[src/rtl/fws_pkg.sv]
package fws_pkg;
   typedef enum logic [2:0] {
      ST_IDLE  = 3'd0,
      ST_PROG  = 3'd1,
      ST_ERASE = 3'd2,
      ST_SWAIT = 3'd3,
      ST_SUSP  = 3'd4,
      ST_SPROG = 3'd5
   } fws_state_e;

   // status bit positions seen by host polling software
   localparam int POLL_BIT = 7;
   localparam int TOG_BIT  = 6;
   localparam int RGN_BIT  = 2;
endpackage

[src/rtl/fws_timer.sv]
module fws_timer #(
   parameter int CW = 8
) (
   input  logic          clk,
   input  logic          rst,
   input  logic          load,
   input  logic [CW-1:0] load_val,
   input  logic          run,
   output logic          done
);
   logic [CW-1:0] cnt_q;

   always_ff @(posedge clk) begin
      if (rst)                          cnt_q <= '0;
      else if (load)                    cnt_q <= load_val;
      else if (run && cnt_q != '0)      cnt_q <= cnt_q - CW'(1);
   end

   assign done = run && (cnt_q == CW'(1));
endmodule

[src/rtl/fws_region.sv]
module fws_region #(
   parameter int AW     = 12,
   parameter int SECT_W = 5,
   parameter int BLK_W  = 8
) (
   input  logic [AW-1:0] base,
   input  logic [1:0]    kind,
   input  logic [AW-1:0] addr,
   output logic          hit
);
   localparam logic [AW-1:0] ONES   = {AW{1'b1}};
   localparam logic [AW-1:0] S_MASK = ONES << SECT_W;
   localparam logic [AW-1:0] B_MASK = ONES << BLK_W;

   logic [AW-1:0] diff;
   assign diff = addr ^ base;

   always_comb begin
      if (kind[1])      hit = 1'b1;
      else if (kind[0]) hit = (diff & B_MASK) == '0;
      else              hit = (diff & S_MASK) == '0;
   end
endmodule

[src/rtl/fws_toggle.sv]
module fws_toggle #(
   parameter bit FLIP_ON_END = 1'b1
) (
   input  logic clk,
   input  logic rst,
   input  logic rd_sel,
   output logic tog
);
   logic sel_q;
   logic flip;

   generate
      if (FLIP_ON_END) begin : g_end
         assign flip = sel_q && !rd_sel;
      end else begin : g_start
         assign flip = !sel_q && rd_sel;
      end
   endgenerate

   always_ff @(posedge clk) begin
      if (rst) begin
         sel_q <= 1'b0;
         tog   <= 1'b0;
      end else begin
         sel_q <= rd_sel;
         if (flip) tog <= ~tog;
      end
   end
endmodule

[src/rtl/flash_wstat_unit.sv]
module flash_wstat_unit
   import fws_pkg::*;
#(
   parameter int AW          = 12,
   parameter int DW          = 16,
   parameter int SECT_W      = 5,
   parameter int BLK_W       = 8,
   parameter int PROG_CYC    = 8,
   parameter int ERASE_CYC   = 20,
   parameter int CHIP_CYC    = 40,
   parameter int SUSP_CYC    = 6,
   parameter bit FLIP_ON_END = 1'b1
) (
   input  logic          clk,
   input  logic          rst,
   input  logic          start_prog,
   input  logic          start_erase,
   input  logic [1:0]    erase_kind,
   input  logic [AW-1:0] op_addr,
   input  logic          wr_poll_bit,
   input  logic          suspend_req,
   input  logic          resume_req,
   input  logic          rd_sel,
   input  logic [AW-1:0] rd_addr,
   input  logic [DW-1:0] arr_rdata,
   output logic [DW-1:0] rd_data,
   output logic          busy,
   output logic          in_susp
);
   localparam int M1   = (PROG_CYC > ERASE_CYC) ? PROG_CYC : ERASE_CYC;
   localparam int M2   = (CHIP_CYC > SUSP_CYC) ? CHIP_CYC : SUSP_CYC;
   localparam int MAXC = (M1 > M2) ? M1 : M2;
   localparam int CW   = $clog2(MAXC + 1);

   generate
      if (!(SECT_W > 0 && SECT_W < BLK_W && BLK_W < AW)) begin : g_bad_geom
         $error("region widths must satisfy 0 < SECT_W < BLK_W < AW");
      end
      if (DW < 8) begin : g_bad_dw
         $error("DW must hold the status bits");
      end
      if (PROG_CYC < 2 || ERASE_CYC < 2 || CHIP_CYC < 2 || SUSP_CYC < 2) begin : g_bad_cyc
         $error("all durations must be at least two cycles");
      end
   endgenerate

   fws_state_e    st_q, st_d;
   logic [AW-1:0] er_base_q;
   logic [1:0]    er_kind_q;
   logic          poll_q;
   logic          prog_done, er_done, sus_done;
   logic          prog_load, er_load, sus_load;
   logic          hit_rd, hit_op, tog;

   fws_region #(.AW(AW), .SECT_W(SECT_W), .BLK_W(BLK_W)) u_rgn_rd (
      .base(er_base_q), .kind(er_kind_q), .addr(rd_addr), .hit(hit_rd));

   fws_region #(.AW(AW), .SECT_W(SECT_W), .BLK_W(BLK_W)) u_rgn_op (
      .base(er_base_q), .kind(er_kind_q), .addr(op_addr), .hit(hit_op));

   fws_toggle #(.FLIP_ON_END(FLIP_ON_END)) u_tog (
      .clk(clk), .rst(rst), .rd_sel(rd_sel), .tog(tog));

   fws_timer #(.CW(CW)) u_prog_tmr (
      .clk(clk), .rst(rst), .load(prog_load), .load_val(CW'(PROG_CYC)),
      .run(st_q == ST_PROG || st_q == ST_SPROG), .done(prog_done));

   fws_timer #(.CW(CW)) u_er_tmr (
      .clk(clk), .rst(rst), .load(er_load),
      .load_val(erase_kind[1] ? CW'(CHIP_CYC) : CW'(ERASE_CYC)),
      .run(st_q == ST_ERASE), .done(er_done));

   fws_timer #(.CW(CW)) u_sus_tmr (
      .clk(clk), .rst(rst), .load(sus_load), .load_val(CW'(SUSP_CYC)),
      .run(st_q == ST_SWAIT), .done(sus_done));

   always_comb begin
      st_d = st_q;
      case (st_q)
         ST_IDLE:  if (start_prog)       st_d = ST_PROG;
                   else if (start_erase) st_d = ST_ERASE;
         ST_PROG:  if (prog_done)        st_d = ST_IDLE;
         ST_ERASE: if (er_done)          st_d = ST_IDLE;
                   else if (suspend_req && !er_kind_q[1]) st_d = ST_SWAIT;
         ST_SWAIT: if (sus_done)         st_d = ST_SUSP;
         ST_SUSP:  if (resume_req)       st_d = ST_ERASE;
                   else if (start_prog && !hit_op) st_d = ST_SPROG;
         ST_SPROG: if (prog_done)        st_d = ST_SUSP;
         default:                        st_d = ST_IDLE;
      endcase
   end

   assign prog_load = (st_q == ST_IDLE && st_d == ST_PROG) ||
                      (st_q == ST_SUSP && st_d == ST_SPROG);
   assign er_load   = (st_q == ST_IDLE && st_d == ST_ERASE);
   assign sus_load  = (st_q == ST_ERASE && st_d == ST_SWAIT);

   always_ff @(posedge clk) begin
      if (rst) begin
         st_q      <= ST_IDLE;
         er_base_q <= '0;
         er_kind_q <= 2'b00;
         poll_q    <= 1'b0;
      end else begin
         st_q <= st_d;
         if (prog_load) poll_q <= wr_poll_bit;
         if (er_load) begin
            er_base_q <= op_addr;
            er_kind_q <= erase_kind;
         end
      end
   end

   always_comb begin
      rd_data = arr_rdata;
      case (st_q)
         ST_PROG, ST_SPROG: begin
            rd_data[POLL_BIT] = ~poll_q;
            rd_data[TOG_BIT]  = tog;
         end
         ST_ERASE, ST_SWAIT: begin
            rd_data[POLL_BIT] = 1'b0;
            rd_data[TOG_BIT]  = tog;
            rd_data[RGN_BIT]  = tog;
         end
         ST_SUSP: if (hit_rd) begin
            rd_data[POLL_BIT] = 1'b1;
            rd_data[TOG_BIT]  = 1'b1;
            rd_data[RGN_BIT]  = tog;
         end
         default: ;
      endcase
   end

   assign busy    = (st_q == ST_PROG) || (st_q == ST_ERASE) ||
                    (st_q == ST_SWAIT) || (st_q == ST_SPROG);
   assign in_susp = (st_q == ST_SUSP) || (st_q == ST_SPROG);
endmodule

[config.mk]
export PLATFORM = sky130hd
export DESIGN_NAME = flash_wstat_unit
export DESIGN_NICKNAME = d
export VERILOG_FILES = /design/src/rtl/fws_pkg.sv /design/src/rtl/fws_timer.sv /design/src/rtl/fws_region.sv /design/src/rtl/fws_toggle.sv /design/src/rtl/flash_wstat_unit.sv
export SDC_FILE = /design/constraint.sdc
export NUM_CORES = 1
export LEC_CHECK = 0
export CAP_MARGIN = 10
export CORE_MARGIN = 2
export CORE_UTILIZATION = 45
export DETAILED_ROUTE_END_ITERATION = 10
export GPL_TIMING_DRIVEN = 0
export PLACE_DENSITY = 0.8
export RECOVER_POWER = 50
export REMOVE_ABC_BUFFERS = 1
export SLEW_MARGIN = 40
export SYNTH_ARGS = -nofsm -noshare
export SYNTH_HDL_FRONTEND = slang
export SYNTH_SLANG_ARGS = --single-unit
[constraint.sdc]
create_clock -name clk -period 2 [get_ports clk]
set_input_delay 0.4 -clock clk [delete_from_list [all_inputs] [get_ports clk]]
set_output_delay 0.4 -clock clk [all_outputs]
set_load 0.005 [all_outputs]
Word-level counts from Yosys, hierarchy flattened
Index checks and enable logic that the tools add are counted.
Word-level totals
  flip-flop bits (word level): 38
  input bits: 50
  output and inout bits: 18
Operators by class
  $add $sub $neg: 3
  eq/ne operators: 12
  multiplexer cells: 25
  bitwise operators: 4
  reduce and logical (&&, ||, !) cells: 37
Operators with widths (count)
  logical NOT 12 bit: 4
  2-to-1 mux 3 bit: 11
  XOR 12 bit: 2
  == test 6 x 1 -> 1 bit, second input constant: 3
  2-to-1 mux 6 bit: 3
  case mux 3 bit (6 select lines): 1
  nonzero test 6 bit: 3
  subtractor 6 x 1 -> 6 bit, second input constant: 3
  logical AND 1 bit: 13
  == test 3 x 2 -> 1 bit, second input constant: 4
  == test 3 bit, second input constant: 3
  2-to-1 mux 4 bit: 2
  OR reduction 2 bit: 4
  == test 3 x 1 -> 1 bit, second input constant: 2
  logical OR 1 bit: 6
  case mux 2 bit (3 select lines): 1
  nonzero test 2 bit: 3
  2-to-1 mux 1 bit: 5
  logical NOT 1 bit: 3
  logical NOT 3 bit: 1
  2-to-1 mux 2 bit: 1
  NOT 1 bit: 2
  case mux 1 bit (2 select lines): 1

Logic depth before layout (Yosys ltp)
  depth after elaboration: 13
  depth in mapped cells: 7

By module
A second synthesis with hierarchy kept.
Unflattened totals
  cells, all modules: 308
  area total of the unflattened synthesis: 2635.0 um^2
Modules (own cells, without submodules)
  fws_timer: instances 3, cells each 50, area each 432.9 um^2, seq. area each 120.1 um^2
  flash_wstat_unit: instances 1, cells each 131, area each 1081.0 um^2, seq. area each 360.3 um^2
  fws_region: instances 2, cells each 10, area each 88.8 um^2, seq. area each 0.0 um^2
  fws_toggle: instances 1, cells each 7, area each 77.6 um^2, seq. area each 40.0 um^2

Worst setup path after synthesis
No wires, ideal clock.
  path type: input to register
  start point: in suspend_req
  end point: reg poll_q
  arrival: 1761 ps
  slack: 167 ps
  stages on the path: 5
  cell sequence: or3b_1 -> a211o_1 -> o211a_2 -> a221oi_4 -> mux2i_1
Between the ends
  cells in the longest elaborated chain, start to end: 7
  elaborated cells between the ends (all ways): 9
  classes of those cells: 2 x eq/ne; 3 x mux; 4 x reduce/logical
Ends and longest elaborated chain
  from (decl): RTL line flash_wstat_unit.sv:21  | input logic suspend_req,
  logical AND 1 bit (*): RTL line flash_wstat_unit.sv:84  | else if (suspend_req && !er_kind_q[1]) st_d = ST_SWAIT;
  2-to-1 mux 3 bit (*): RTL line flash_wstat_unit.sv:84
  2-to-1 mux 3 bit (*): RTL line flash_wstat_unit.sv:83  | ST_ERASE: if (er_done) st_d = ST_IDLE;
  case mux 3 bit (6 select lines) (*): RTL line flash_wstat_unit.sv:79  | case (st_q)
  == test 3 x 1 -> 1 bit / == test 3 bit (equally long branches): RTL line flash_wstat_unit.sv:93, flash_wstat_unit.sv:94
  logical AND 1 bit, on equally long branches: RTL line flash_wstat_unit.sv:93, flash_wstat_unit.sv:94
  logical OR 1 bit (*): RTL line flash_wstat_unit.sv:93  | assign prog_load = (st_q == ST_IDLE && st_d == ST_PROG) ||
  to (signal assigned): RTL line flash_wstat_unit.sv:106  | if (prog_load) poll_q <= wr_poll_bit;
  to (decl): RTL line flash_wstat_unit.sv:50  | logic poll_q;
Mark *: on every way between the ends. The rest lies on a longest branch, timed or not.
A chain may end at the register's enable or synchronous reset.

Worst setup path in the final report
  start point: in rd_addr[7]
  end point: out rd_data[2]
Between the ends
  cells in the longest elaborated chain, start to end: 6
Ends and longest elaborated chain
  from (decl): RTL line flash_wstat_unit.sv:24  | input logic [AW-1:0] rd_addr,
  XOR 12 bit: RTL line fws_region.sv:16  | assign diff = addr ^ base;
  logical NOT 12 bit: RTL line fws_region.sv:21  | else hit = (diff & S_MASK) == '0;
  2-to-1 mux 1 bit: RTL line fws_region.sv:20  | else if (kind[0]) hit = (diff & B_MASK) == '0;
  2-to-1 mux 1 bit: RTL line fws_region.sv:19  | if (kind[1]) hit = 1'b1;
  2-to-1 mux 1 bit: RTL line flash_wstat_unit.sv:126  | ST_SUSP: if (hit_rd) begin
  case mux 1 bit (2 select lines): RTL line flash_wstat_unit.sv:116  | case (st_q)
  to (decl): RTL line flash_wstat_unit.sv:26  | output logic [DW-1:0] rd_data,
Every way passes these cells.

==> results.cfg <==
[routing]
drtAntennaViolNets = 0
wire_per_inst_um = 14.63
vias = 1685
drc = 0
wirelength_um = 4609
first_pass_iters = 4
vias_per_cell = 5.349
drtIter0Drc = 65

[synth]
postSynthCellCount = 240
seq_area_frac_synth_pct = 33.52
ys_seq_elements = 33
yosysWarnings = 0
synth_flop_cell = dfxtp_1
netlist_area_um2 = 1971
post_synth.cell_area_avg_um2 = 8.211
synth_edf_count = 0
ys_types = 45
synth_async_sr_flop_share_pct = 0

[placed_design]
gp_congestion = 0.7365
io_buffers = 31
dpl.hpwl_um = 3182
place_area_um2 = 2208
post-place-ws_ps = -599.1

[critical_path]
cp_slowest_stage_delay_ps = 320
cp-start-kind = primary input
cp.required_ps = 1600
worstPathArrival_ps = 1730
cp_slowest_cell = mux2_4
reg2reg_depth = 6
ff2ff_setup_slack_ps = -20
crit_fanout = 2
cp_num_buf_inv = 3
crit_cells = 8
worst_setup_path_end_kind = primary output
critPathKind = primary input to primary output
critPathTopFamily = buffers and inverters
worstPathCellList = dlygate4sd2_1, xnor2_1, a31oi_1, nor2_2, buf_4, o21ai_4, mux2_4, buf_6

[grt]
grt-busiest-layer = met2
grt_pass1_vias = 1675
grt_use_met3_pct = 9.235
use_met2_pct = 30.05
grt_pass1_wl_um = 7596
gr-total-overflow = 0
grt_use_met1_pct = 23.28
grt_max_degree = 32
antenna_found_initial = 0
grtUsageTotal_pct = 19.71

[floorplanning]
rows = 24
dieArea_um2 = 4925
initial_core_util_pct = 45.89
die_y_um = 70.18
core_um2 = 4294
die_w_um = 70.18
io_pins = 68

[sta]
fin_ws_ps = -130.9
fin_crit_ps = 2131
hold_ws_ps = 480.6
max_freq_mhz = 469.3
min_period_over_period_pct = 106.5
setup_viol = 5
rsz0062_at_grt = yes
finalHoldViolCount = 0
max_slew_margin_pct = 6.301
worst_pin_slew_ps = 1405
skew_ps = 2.444
maxSlewViolCount = 0

[power]
leakagePower_nw = 0.8606
ir_drop_mv = 0.4176
p_total_mw = 1.686
power_density_nw_per_um2 = 695.5

[finish]
most-common-layout-cells = nand2_1, dfxtp_1, nor2_1, a21oi_1, clkdlybuf4s50_1
drive_gt1_share_pct = 14.45
n_antenna_cell = 0
nets = 322
layout_commonest_cell = nand2_1
final_util_pct = 56.44
area_growth_pct = 22.98
fin_area_um2 = 2424

[clock_network]
htreeDepth = 2
cts_root_buf = clkbuf_8
clockBufferDepth = 2
clk_latency_ps = 290
clk_pin_slew_ps = 70
cts_made_buffers = 5
cts_tree = built
cts_sinks = 33
postCtsHoldBufs = 0

[outcome]
violations = negative setup slack
status = complete, but fails checks

[run]
max_cap_viol_count = 0

[hold_path]
hold_path_depth = 2
holdCritPathClass = flop to flop
flip-flops by register name, indices dropped and copies added, names as in the netlist:
signal / flops
er_base_q: 7
er_kind_q: 2
poll_q: 1
st_q: 3
u_er_tmr.cnt_q: 6
u_prog_tmr.cnt_q: 6
u_sus_tmr.cnt_q: 6
u_tog.sel_q: 1
u_tog.tog: 1
metal layers:
layer	part of all wire, %	vias to the layer above
met3	7.3	8
met1	46	777
met2	45	48
met4	2.0	0
li1	-	852
met5	0	-
repair_timing:
item	in CTS	in global routing
pin swaps	12	8
setup buffers	5	2
endpoints found under the setup margin	13	15
resized for setup	34	12
logic make-up (layout without fill, tap and decap cells):
family | Yosys count | in the layout | share of synthesized area, %
and+or+nand+nor | 92 | 92 | 22.22
AOI/OAI and AO/OA | 44 | 44 | 15.87
DFF | 33 | 33 | 33.52
buffers and inverters | 31 | 54 | 8.444
xor gates and xnor gates | 26 | 26 | 11.56
adders and majority gates | 9 | 9 | 5.714
muxes | 5 | 5 | 2.667
worst paths after layout:
path,start,endpoint
setup / recovery,rd_addr[7],rd_data[2]
hold / removal,er_base_q[10]$_SDFFE_PP0P_,er_base_q[10]$_SDFFE_PP0P_
setup reg to reg,u_er_tmr.cnt_q[2]$_SDFFE_PP0P_,u_prog_tmr.cnt_q[1]$_SDFFE_PP0P_
hold reg to reg,er_base_q[10]$_SDFFE_PP0P_,er_base_q[10]$_SDFFE_PP0P_
synthesized netlist by cell type (3+ instances only):
| cell type | n | area share [%] |
|---|---|---|
| buf_4 | 13 | 5.0 |
| xnor2_1 | 19 | 8.4 |
| nor2b_1 | 5 | 1.6 |
| nand3_1 | 5 | 1.3 |
| nand2_1 | 33 | 6.3 |
| xor2_1 | 7 | 3.1 |
| nor3_1 | 8 | 2.0 |
| ha_1 | 9 | 5.7 |
| nand2b_1 | 7 | 2.2 |
| inv_1 | 9 | 1.7 |
| clkbuf_1 | 6 | 1.1 |
| nor2_1 | 20 | 3.8 |
| a31oi_1 | 3 | 0.95 |
| nor4_1 | 3 | 0.95 |
| o21ai_0 | 4 | 1.0 |
| dfxtp_1 | 33 | 34 |
| mux2i_1 | 3 | 1.5 |
| a21oi_1 | 20 | 5.1 |
per-stage QoR:
step           setup TNS (ps)  std cells
2_1_floorplan               0        218
3_3_place_gp            -5290        301
3_5_place_dp            -4618        301
4_1_cts                -121.7        313
5_1_grt                 -1789        315
6_report               -336.9        315
worst min-delay path, delay by kind of cell (launching register included):
| family | cells | cell delay [ps] |
|---|---|---|
| AOI/OAI and AO/OA | 1 | 50 |
| and+or+nand+nor | 1 | 50 |
| DFF | 1 | 340 |
where the power goes:
group	switching, mW	internal, mW	leakage, nW
clock	0.238	0.273	0.0443
sequential	0.0547	0.705	0.274
combinational	0.199	0.216	0.543
layout make-up:
type	instances	area, µm²
multi-input cells	176	1204
clock buffers	7	86.33
inverters	9	33.78
fillers	405	1871
flip-flops and latches	33	678.2
well taps	52	65.06
repair buffers	38	356.6
Power figures use the tool's default switching activity.
